## src/rtl/claim_pkg.sv

```systemverilog
package claim_pkg;

    localparam int BUS_W = 32;

    // Decoded form of one bus request
    typedef struct packed {
        logic rd_set;   // read of the set view
        logic rd_clr;   // read of the clear view
        logic wr_set;   // write of the set view
        logic wr_clr;   // write of the clear view
        logic refused;  // access refused by lock or power gating
        logic active;   // a request is present this cycle
    } dec_t;

    // Registered bus response
    typedef struct packed {
        logic             valid;
        logic             err;
        logic [BUS_W-1:0] rdata;
    } resp_t;

    // Ones in the positions of implemented claim bits
    function automatic logic [BUS_W-1:0] impl_mask(input int n);
        logic [BUS_W-1:0] m;
        for (int i = 0; i < BUS_W; i++) begin
            m[i] = (i < n);
        end
        return m;
    endfunction

endpackage

```

## src/rtl/claim_decode.sv

```systemverilog
module claim_decode
    import claim_pkg::*;
#(
    parameter int          ADDR_W  = 12,
    parameter logic [11:0] SET_OFS = 12'hFA0,
    parameter logic [11:0] CLR_OFS = 12'hFA4
) (
    input  logic              req_valid,
    input  logic              req_write,
    input  logic [ADDR_W-1:0] req_addr,
    input  logic              bus_lock,
    input  logic              core_powered,
    output dec_t              dec
);

    localparam logic [ADDR_W-1:0] SET_A = ADDR_W'(SET_OFS);
    localparam logic [ADDR_W-1:0] CLR_A = ADDR_W'(CLR_OFS);

    logic hit_set;
    logic hit_clr;
    logic gate_ok;

    always_comb begin
        hit_set     = (req_addr == SET_A);
        hit_clr     = (req_addr == CLR_A);
        gate_ok     = core_powered && !bus_lock;

        dec         = '0;
        dec.active  = req_valid;
        dec.refused = req_valid && !gate_ok;
        dec.rd_set  = req_valid && gate_ok && !req_write && hit_set;
        dec.rd_clr  = req_valid && gate_ok && !req_write && hit_clr;
        dec.wr_set  = req_valid && gate_ok &&  req_write && hit_set;
        dec.wr_clr  = req_valid && gate_ok &&  req_write && hit_clr;
    end

endmodule

```

## src/rtl/claim_store.sv

```systemverilog
module claim_store
    import claim_pkg::*;
#(
    parameter int NUM_CLAIM = 6
) (
    input  logic             clk,
    input  logic             rst_n,
    input  dec_t             dec,
    input  logic [BUS_W-1:0] wdata,
    output logic [BUS_W-1:0] claim_q
);

    localparam logic [BUS_W-1:0] MASK = impl_mask(NUM_CLAIM);

    typedef struct packed {
        logic [BUS_W-1:0] claim;
    } st_t;

    st_t st_d;
    st_t st_q;

    always_comb begin
        st_d = st_q;
        if (dec.wr_set) begin
            st_d.claim = st_q.claim | (wdata & MASK);
        end else if (dec.wr_clr) begin
            st_d.claim = st_q.claim & ~wdata;
        end
        st_d.claim = st_d.claim & MASK;
    end

    always_ff @(posedge clk or negedge rst_n) begin
        if (!rst_n) begin
            st_q <= '0;
        end else begin
            st_q <= st_d;
        end
    end

    assign claim_q = st_q.claim;

endmodule

```

## src/rtl/claim_resp.sv

```systemverilog
module claim_resp
    import claim_pkg::*;
#(
    parameter int NUM_CLAIM = 6
) (
    input  logic             clk,
    input  logic             rst_n,
    input  dec_t             dec,
    input  logic [BUS_W-1:0] claim_q,
    output resp_t            rsp_q
);

    localparam logic [BUS_W-1:0] MASK = impl_mask(NUM_CLAIM);

    resp_t rsp_d;

    always_comb begin
        rsp_d       = '0;
        rsp_d.valid = dec.active;
        rsp_d.err   = dec.refused;
        if (dec.rd_set) begin
            rsp_d.rdata = MASK;
        end else if (dec.rd_clr) begin
            rsp_d.rdata = claim_q & MASK;
        end
    end

    always_ff @(posedge clk or negedge rst_n) begin
        if (!rst_n) begin
            rsp_q <= '0;
        end else begin
            rsp_q <= rsp_d;
        end
    end

endmodule

```

## src/rtl/claim_tag_regs.sv

```systemverilog
module claim_tag_regs
    import claim_pkg::*;
#(
    parameter int          NUM_CLAIM = 6,
    parameter int          ADDR_W    = 12,
    parameter logic [11:0] SET_OFS   = 12'hFA0,
    parameter logic [11:0] CLR_OFS   = 12'hFA4
) (
    input  logic              clk,
    input  logic              rst_n,
    input  logic              req_valid,
    input  logic              req_write,
    input  logic [ADDR_W-1:0] req_addr,
    input  logic [31:0]       req_wdata,
    input  logic              bus_lock,
    input  logic              core_powered,
    output logic              rsp_valid,
    output logic [31:0]       rsp_rdata,
    output logic              rsp_err
);

    generate
        if (NUM_CLAIM < 4 || NUM_CLAIM > BUS_W) begin : g_bad_count
            $error("NUM_CLAIM must lie between 4 and 32");
        end
    endgenerate

    dec_t             dec;
    logic [BUS_W-1:0] claim_bits;
    resp_t            rsp_q;

    claim_decode #(
        .ADDR_W  (ADDR_W),
        .SET_OFS (SET_OFS),
        .CLR_OFS (CLR_OFS)
    ) decode_i (
        .req_valid    (req_valid),
        .req_write    (req_write),
        .req_addr     (req_addr),
        .bus_lock     (bus_lock),
        .core_powered (core_powered),
        .dec          (dec)
    );

    claim_store #(
        .NUM_CLAIM (NUM_CLAIM)
    ) store_i (
        .clk     (clk),
        .rst_n   (rst_n),
        .dec     (dec),
        .wdata   (req_wdata),
        .claim_q (claim_bits)
    );

    claim_resp #(
        .NUM_CLAIM (NUM_CLAIM)
    ) resp_i (
        .clk     (clk),
        .rst_n   (rst_n),
        .dec     (dec),
        .claim_q (claim_bits),
        .rsp_q   (rsp_q)
    );

    assign rsp_valid = rsp_q.valid;
    assign rsp_err   = rsp_q.err;
    assign rsp_rdata = rsp_q.rdata;

endmodule

```

## config.mk

```make
export PLATFORM = sky130hd
export DESIGN_NAME = claim_tag_regs
export DESIGN_NICKNAME = d
export VERILOG_FILES = /design/src/rtl/claim_pkg.sv /design/src/rtl/claim_decode.sv /design/src/rtl/claim_store.sv /design/src/rtl/claim_resp.sv /design/src/rtl/claim_tag_regs.sv
export SDC_FILE = /design/constraint.sdc
export NUM_CORES = 1
export LEC_CHECK = 0
export ABC_AREA = 1
export BUFFER_PORTS_ARGS = -buffer_cell sky130_fd_sc_hd__buf_4
export CAP_MARGIN = 20
export CORE_ASPECT_RATIO = 0.8
export CORE_MARGIN = 2
export CORE_UTILIZATION = 40
export CTS_BUF_LIST = sky130_fd_sc_hd__clkbuf_8
export DETAILED_ROUTE_END_ITERATION = 8
export GPL_ROUTABILITY_DRIVEN = 0
export GPL_TIMING_DRIVEN = 0
export PLACE_DENSITY = 0.81
export SETUP_SLACK_MARGIN = 0.4
export SLEW_MARGIN = 20
export SYNTH_ARGS = -nofsm -noshare
export SYNTH_HDL_FRONTEND = slang
export SYNTH_HIERARCHICAL = 1
export SYNTH_SLANG_ARGS = --single-unit
```

## constraint.sdc

```tcl
create_clock -name clk -period 1.1 [get_ports clk]
set_input_delay 0 -clock clk [delete_from_list [all_inputs] [get_ports clk]]
set_output_delay 0 -clock clk [all_outputs]
set_load 0.03 [all_outputs]
```

==> results.txt, run 1 <==
Layout cells sized above 1 -> 44.63%
Final Core Density -> 74.97%
Mapped cell area -> 817.0 µm²
Slowest-stage cell, CP -> dfrtp_1
Commonest non-fill, non-tap cell in the layout -> buf_4
Max stage delay on crit path -> 0.38 ns
Worst path top cell family by delay -> flip-flops
Met3 Routed Length -> 157 µm
Setup crit end kind -> primary output
Pleak -> 0.8227 nW
Inst Count DP -> 187
Final slew viol count -> 0
Core area -> 1909 µm²
First-pass GRT wire length -> 3.139 mm
# DRC -> 0
Pin count of the biggest net entering global routing -> 15
Pwr/cell area -> 966.0 nW/µm²
Buf+Inv Stages, Crit Path -> 1
# rows -> 14
Ant. Diodes -> 0
Maximum vdd drop -> 0.6023 mV
Cell Count, Final, Fillers Out -> 201
CTS Buf Count -> 3
Yosys warnings -> 6
Layout Skew -> 0.002937 ns
Synth Area per Inst -> 7.636 µm²
CP Cell Sequence -> buf_6
Post-Synthesis Cells -> 107
H-Tree Depth -> 1
Hold Crit Start -> req_valid
FF-to-FF End -> resp_i/rsp_q[1]
Clk sink count -> 14
Fmax -> 1316 MHz
CP max FO -> 1
Skew-Pair Late Insertion Delay -> 0.24 ns
Post-DP HPWL -> 1.353 mm
Remaining Overflow, GRT -> 0
Initial Util -> 42.79%
Worst hold endpoint -> resp_i/rsp_q[32]
Initial DRC count -> 13
Post-route clock period utilization -> 69.10%
Die area -> 2423 µm²
Max-Cap Viols -> 0
Vias per std cell -> 4.015
Die width -> 54.53 µm
Most frequent cells in the layout -> buf_4 (47), nand2_1 (40), conb_1 (26), dfrtp_1 (14), buf_6 (12)
Chip height -> 44.43 µm
Area delta synth->final -> 75.19%
Max Used Layer -> met4
Reg2reg setup slack -> 0.47 ns
Min-Delay Path Class -> input port to flip-flop
Setup tns final -> 0 ns
Routed wire length -> 2.112 mm
Clock transition at path regs -> 0.06 ns
Port Buf Inserts -> 31
Crit path DAT -> 0.76 ns
Pre-antenna DRT Iters -> 4
GRT Util Overall -> 17.93%
Layout Nets -> 228
Hold Crit Depth -> 2
Initial antenna violation count -> 0
Fin. Hold Viols -> 0
CP required -> 1.10 ns
Met1 WL -> 779 µm
Io pins -> 84
CTS tree -> yes
Reg2reg path depth -> 2
Crit path launch type -> flip-flop
Post-DRT Antenna Nets -> 0
Vias in the first global route -> 794
Final setup vio count -> 0
Crit Path Category -> flip-flop to primary output
Avg WL per Cell -> 10.51 µm
Unrepaired setup endpoints after global routing -> true
WL met2 -> 1.167 mm
Root buf cell -> clkbuf_8
Max Root-Sink Buffers -> 2
Status -> finished clean
Tmin final -> 0.7601 ns
Vias -> 807
routing by layer:
layer | vias to the layer above | track usage, %
li1 | 406 | -
met1 | 362 | 18.53
met2 | 37 | 33.98
met3 | 2 | 4.392
met4 | 0 | 7.000
met5 | - | 0
power breakdown:
part           internal [W]  switching [W]  leakage (nW)
registers          0.000520     0.00000186         0.192
logic              0.000162       0.000203         0.602
clock network      0.000317       0.000179        0.0288
final cells by class:
cell class / instances / area [µm²]
timing repair buffer: 41 / 375.4
buffer: 27 / 202.7
sequential: 14 / 350.3
clock buffer: 4 / 55.05
multi-input combinational: 82 / 384.1
fill: 120 / 478.0
tap: 24 / 30.03
inverter: 9 / 33.78
timing repair:
item	in CTS	in global routing
endpoints found under the hold margin	22	0
hold buffers	9	0
resized for setup	19	13
setup endpoints to repair	20	18
setup buffers	0	1
gates cloned	0	0
pin swaps	6	11
worst max path at each step:
stage	slack (ns)	depth (start not counted)	endpoint	start
6_report	0.34	1	rsp_rdata[1]	resp_i/rsp_q[1]
5_1_grt	0.32	1	rsp_valid	resp_i/rsp_q[33]
4_1_cts	0.33	1	rsp_rdata[1]	resp_i/rsp_q[1]
3_3_place_gp	0.16	8	flip-flop	req_addr[6]
3_5_place_dp	0.09	8	flip-flop	req_addr[0]
2_1_floorplan	0.39	8	flip-flop	req_addr[6]
metrics by stage:
stage / cell area, µm² / worst slack, ns / power (W) / hold slack [ns]
2_1_floorplan: 913.4 / 0.3855 / 0.0007472 / -0.2956
3_3_place_gp: 1176 / 0.1610 / 0.0008301 / -0.1490
5_1_grt: 1431 / 0.3184 / 0.001437 / 0.05042
4_1_cts: 1379 / 0.3286 / 0.001359 / 0.03790
3_5_place_dp: 1176 / 0.09138 / 0.0008336 / -0.1455
6_report: 1431 / 0.3399 / 0.001383 / 0.05836
Note: power is estimated with default switching activity, not from simulation.
==> inputs of run 2 (changes only) <==
Clock period 1.1 ns to 0.8 ns, I/O delays scaled along.
==> run 2 against run 1 <==
Compared with the run above: the run now ends with hold timing left; critical path depth is the same; global-route usage shrank 2.9 points; largest power group unchanged; utilization grew 1.8 points; setup slack lost 0.31 ns; cell area grew 2.4%; non-clock buffer count shrank 5; total power grew 36%; via count shrank 3.6%; sequential share of layout area grew 0.098 points.
==> results.txt, run 2 (same netlist as run 1, synthesis figures left out) <==
Slowest-stage cell, CP -> dfrtp_2 (was dfrtp_1)
Routed wire length -> 1.837 mm (was 2.112 mm)
Clk sink count -> 14 (unchanged)
Switching Fraction -> 27.43% (was 27.76%)
Worst path top cell family by delay -> flip-flops (unchanged)
Vias per std cell -> 3.969 (was 4.015)
# fillers -> 113 (was 120)
Pwr/cell area -> 1281 nW/µm² (was 966.0 nW/µm²)
Final design instance area without fill -> 1466 µm² (was 1431 µm²)
Root buf cell -> clkbuf_8 (unchanged)
Maximum vdd drop -> 0.8185 mV (was 0.6023 mV)
Initial DRC count -> 5 (was 13)
Clock power frac -> 35.4% (was 35.9%)
Area used by multi-input combinational logic -> 431.7 µm² (was 384.1 µm²)
Layout Nets -> 223 (was 228)
Chip height -> 44.43 µm (unchanged)
Unrepaired setup endpoints after global routing -> true (unchanged)
Fin. Hold Viols -> 8 (was 0)
Fmax -> 1300 MHz
FF-to-FF End -> resp_i/rsp_q[2] (was resp_i/rsp_q[1])
Met3 usage -> 2.365% (was 4.392%)
Vias -> 778 (was 807)
GRT Util Overall -> 15.01% (was 17.93%)
Cell Area, Placed -> 1226 µm² (was 1176 µm²)
Flop pwr share -> 38.2% (was 37.7%)
Initial Util -> 42.79% (unchanged)
Crit Path Category -> flip-flop to primary output (unchanged)
Ant. Diodes -> 0 (unchanged)
Pin count of the biggest net entering global routing -> 15 (unchanged)
CP max FO -> 1 (unchanged)
Most frequent cells in the layout -> buf_4 (46), nand2_1 (36), conb_1 (26), buf_6 (16) (was buf_4 (47), nand2_1 (40), conb_1 (26), dfrtp_1 (14), buf_6 (12))
Violated checks -> hold timing
CP required -> 0.80 ns (was 1.10 ns)
CTS tree -> yes (unchanged)
Inst Count DP -> 187 (unchanged)
Hold_buf cts -> 1 (was 9)
Tmin final -> 0.7690 ns
Final slew viol count -> 0 (unchanged)
Crit path DAT -> 0.77 ns (was 0.76 ns)
Cell Count, Final, Fillers Out -> 196 (was 201)
Pre-antenna DRT Iters -> 4 (unchanged)
Hold Crit Depth -> 3 (was 2)
Max stage delay on crit path -> 0.40 ns (was 0.38 ns)
Area delta synth->final -> 79.48% (was 75.19%)
Vias in the first global route -> 676 (was 794)
Avg WL per Cell -> 9.372 µm (was 10.51 µm)
Io pins -> 84 (unchanged)
M1 GR Usage -> 18.45% (was 18.53%)
Port Buf Inserts -> 31 (unchanged)
Max-Cap Viols -> 0 (unchanged)
Pint -> 0.001363 W (was 0.0009988 W)
Hold_ws -> -0.03972 ns (was 0.05836 ns)
Met2 usage -> 26.02% (was 33.98%)
Clock transition at path regs -> 0.06 ns (about the same)
GR peak layer -> met2 (unchanged)
Skew-Pair Late Insertion Delay -> 0.24 ns (about the same)
Pleak -> 0.8062 nW (was 0.8227 nW)
Combinational share of power -> 26.3% (was 26.4%)
# rows -> 14 (unchanged)
Post-DP HPWL -> 1.318 mm (was 1.353 mm)
CTS Buf Count -> 3 (unchanged)
# DRC -> 0 (unchanged)
Layout Skew -> 0.004816 ns (was 0.002937 ns)
First-pass GRT wire length -> 2.594 mm (was 3.139 mm)
Final setup vio count -> 0 (unchanged)
Buf+Inv Stages, Crit Path -> 1 (unchanged)
H-Tree Depth -> 1 (unchanged)
Die area -> 2423 µm² (unchanged)
Core area -> 1909 µm² (unchanged)
Setup crit end kind -> primary output (unchanged)
Min-Delay Path Class -> input port to flip-flop (unchanged)
Commonest non-fill, non-tap cell in the layout -> buf_4 (unchanged)
Reg2reg setup slack -> 0.13 ns (was 0.47 ns)
Status -> complete, but fails checks (was finished clean)
Max Root-Sink Buffers -> 2 (unchanged)
Layout cells sized above 1 -> 57.56% (was 44.63%)
Post-DRT Antenna Nets -> 0 (unchanged)
FF+latch area -> 360.3 µm² (was 350.3 µm²)
Reg2reg path depth -> 2 (unchanged)
Switch Pwr -> 0.0005154 W (was 0.0003838 W)
Crit path launch type -> flip-flop (unchanged)
Die width -> 54.53 µm (unchanged)
Total design power -> 0.001879 W (was 0.001383 W)
Initial antenna violation count -> 0 (unchanged)
CP Cell Sequence -> buf_6 (unchanged)
Post-route clock period utilization -> 96.12%
Hold Crit Start -> req_wdata[1] (was req_valid)
Remaining Overflow, GRT -> 0 (unchanged)
-- run 2: how the worst max path moves through the flow --
stage	from	end	slack, ns	depth (start not counted)
floorplan	req_addr[4]	flip-flop	0.09	8
global placement	req_addr[4]	flip-flop	-0.14	9
detailed placement	req_addr[4]	flip-flop	-0.19	9
CTS	resp_i/rsp_q[1]	rsp_rdata[1]	0.02	1
global route	resp_i/rsp_q[33]	rsp_valid	0.009	1
finish	resp_i/rsp_q[1]	rsp_rdata[1]	0.03	1
-- run 2: area by class of cell --
type,count,area share [%]
timing repair buffer,36,22.70
tap,24,2.048
sequential,14,24.57
inverter,9,3.669
multi-input combinational,82,29.44
buffer,27,13.82
clock buffer,4,3.754
-- run 2: power groups by stage --
stage	combinational (W)	sequential [W]	clock (W)
after floorplan	0.000298	0.000742	0
after global placement	0.000432	0.000729	0
after detailed placement	0.000436	0.000729	0
after CTS	0.000471	0.000718	0.000678
after global routing	0.000527	0.000718	0.000707
final	0.000495	0.000718	0.000666
-- run 2: per-layer routing --
layer | part of all wire, % | up-vias
met4 | 0 | 0
met2 | 50 | 47
met3 | 9.7 | 0
met1 | 40 | 332
met5 | 0 | -
li1 | - | 399
-- run 2: stage by stage --
stage | TNS [ns] | worst slack, ns | util [%]
finish | 0 | 0.03103 | 76.80
global placement | -1.192 | -0.1367 | 64.22
global route | 0 | 0.009441 | 76.80
CTS | 0 | 0.02021 | 72.94
detailed placement | -1.643 | -0.1889 | 64.22
floorplan | 0 | 0.08989 | -
-- run 2: repair_timing --
action	4_1_cts	5_1_grt
gates cloned	0	0
endpoints found under the setup margin	20	20
buffers inserted	1	3
pin swaps	13	30
hold endpoints to repair	22	8
gates resized for setup	24	16
==> inputs of run 3 (changes only) <==
Settings changed: PLACE_DENSITY 0.81 to unset, PLACE_DENSITY_LB_ADDON set to 0.12.
==> run 3 against run 2 <==
Compared with the run above: the flow still finishes with violations (hold timing); largest cell class unchanged; routed wire length rose by 3.8%; critical path depth did not move; fmax fell by 0.39%; cell area fell by 4.0%; highest routed layer is now met4; setup slack got worse by 0.0030 ns; die area did not move; utilization fell by 3.1 points.
==> results.txt, run 3 (same netlist as run 1, synthesis figures left out) <==
CTS Buf Count -> 3 (unchanged)
Pre-CTS WS -> -0.1713 ns (was -0.1889 ns)
Area delta synth->final -> 72.28% (was 79.48%)
Layout cells sized above 1 -> 53.53% (was 57.56%)
Skew-Pair Late Insertion Delay -> 0.24 ns (about the same)
Crit path DAT -> 0.77 ns (about the same)
Maximum vdd drop -> 0.7761 mV (was 0.8185 mV)
Initial antenna violation count -> 0 (unchanged)
Pin count of the biggest net entering global routing -> 15 (unchanged)
Worst path top cell family by delay -> flip-flops (unchanged)
Tmin final -> 0.7720 ns (was 0.7690 ns)
Remaining Overflow, GRT -> 0 (unchanged)
Min-Delay Path Class -> input port to flip-flop (unchanged)
Pwr/cell area -> 1338 nW/µm² (was 1281 nW/µm²)
Hold_buf cts -> 1 (unchanged)
Most frequent cells in the layout -> buf_4 (48), nand2_1 (40), conb_1 (26), buf_6 (11), dfrtp_2 (8) (was buf_4 (46), nand2_1 (36), conb_1 (26), buf_6 (16))
Buf+Inv Stages, Crit Path -> 1 (unchanged)
Die width -> 54.53 µm (unchanged)
Slowest-stage cell, CP -> dfrtp_2 (unchanged)
Chip height -> 44.43 µm (unchanged)
# DRC -> 0 (unchanged)
CP Cell Sequence -> buf_6 (unchanged)
Max-Cap Viols -> 0 (unchanged)
Die area -> 2423 µm² (unchanged)
Crit Path Category -> flip-flop to primary output (unchanged)
Layout Nets -> 221 (was 223)
Routed wire length -> 1.907 mm (was 1.837 mm)
Final slew viol count -> 0 (unchanged)
Fmax -> 1295 MHz (was 1300 MHz)
Status -> complete, but fails checks (unchanged)
CTS tree -> yes (unchanged)
GRT Util Overall -> 17.09% (was 15.01%)
Max Root-Sink Buffers -> 2 (unchanged)
Avg WL per Cell -> 9.830 µm (was 9.372 µm)
Post-DRT Antenna Nets -> 0 (unchanged)
Pleak -> 0.7940 nW (was 0.8062 nW)
Vias in the first global route -> 672 (was 676)
Total design power -> 0.001884 W (was 0.001879 W)
CP required -> 0.80 ns (about the same)
PnR worst setup slack -> 0.02801 ns (was 0.03103 ns)
Post-DP HPWL -> 1.296 mm (was 1.318 mm)
Clk sink count -> 14 (unchanged)
Port Buf Inserts -> 31 (unchanged)
Fin. Hold Viols -> 8 (unchanged)
First-pass GRT wire length -> 2.911 mm (was 2.594 mm)
H-Tree Depth -> 1 (unchanged)
Layout Skew -> 0.001813 ns (was 0.004816 ns)
Ant. Diodes -> 0 (unchanged)
Commonest non-fill, non-tap cell in the layout -> buf_4 (unchanged)
# rows -> 14 (unchanged)
Max stage delay on crit path -> 0.40 ns (about the same)
CP max FO -> 1 (unchanged)
Final setup vio count -> 0 (unchanged)
Io pins -> 84 (unchanged)
Post-route clock period utilization -> 96.50% (was 96.12%)
Unrepaired setup endpoints after global routing -> true (unchanged)
Crit path launch type -> flip-flop (unchanged)
Violated checks -> hold timing (unchanged)
Pre-antenna DRT Iters -> 5 (was 4)
Setup crit end kind -> primary output (unchanged)
Core area -> 1909 µm² (unchanged)
Root buf cell -> clkbuf_8 (unchanged)
Hold_ws -> -0.03968 ns (was -0.03972 ns)
Clock transition at path regs -> 0.06 ns (about the same)
Vias per std cell -> 4.026 (was 3.969)
Vias -> 781 (was 778)
Initial Util -> 42.79% (unchanged)
Initial DRC count -> 21 (was 5)
## run 3: final timing paths
kind,startpoint,end,slack [ns],depth (start not counted)
worst min-delay path,req_wdata[2],flip-flop,-0.04,3
worst min register to register,flip-flop,flip-flop,0.47,2
worst max register to register,flip-flop,resp_i/rsp_q[4],0.16,2
min in group asynchronous,rst_n,asynchronous set/reset pin,0.14,2
worst max-delay path,resp_i/rsp_q[3],rsp_rdata[3],0.03,1
max in group asynchronous,rst_n,resp_i/rsp_q[0],0.48,2
## run 3: routing by layer
metal  GRT usage, %  share of wire [%]  vias up
met5              0                  0        -
met4          6.000               0.84        0
met3          4.730                7.1        2
met2          30.36                 53       38
met1          19.44                 39      348
li1               -                  -      393
## run 3: per-stage QoR
stage | utilization [%] | instances | cell area [µm²] | setup TNS (ns) | hold slack [ns]
final | 73.72 | 194 | 1408 | 0 | -0.03968
after global routing | 73.72 | 194 | 1408 | -0.001453 | -0.03230
after CTS | 72.21 | 194 | 1379 | 0 | -0.04344
after detailed placement | 64.22 | 187 | 1226 | -1.529 | -0.1439
after global placement | 64.22 | 187 | 1226 | -1.301 | -0.1492
after floorplan | - | 132 | 963.4 | 0 | -0.2956
## run 3: area by class of cell
type	instances	area, µm²
fill	150	501.7
multi-input combinational	82	401.6
timing repair buffer	34	306.5
clock buffer	4	55.05
inverter	9	51.30
sequential	14	360.3
buffer	27	202.7
tap	24	30.03
## run 3: report_power, final
| group | internal (W) | switching (W) |
|---|---|---|
| clock network | 0.000435 | 0.000241 |
| registers | 0.000715 | 0.00000258 |
| logic | 0.000209 | 0.000281 |
| total | 0.00136 | 0.000524 |
## run 3: timing repair
action / CTS / global route
pin swaps: 14 / 9
endpoints found under the setup margin: 20 / 20
hold endpoints to repair: 22 / 8
setup buffers: 2 / 0
gates resized for setup: 19 / 7
cloned: 0 / 0
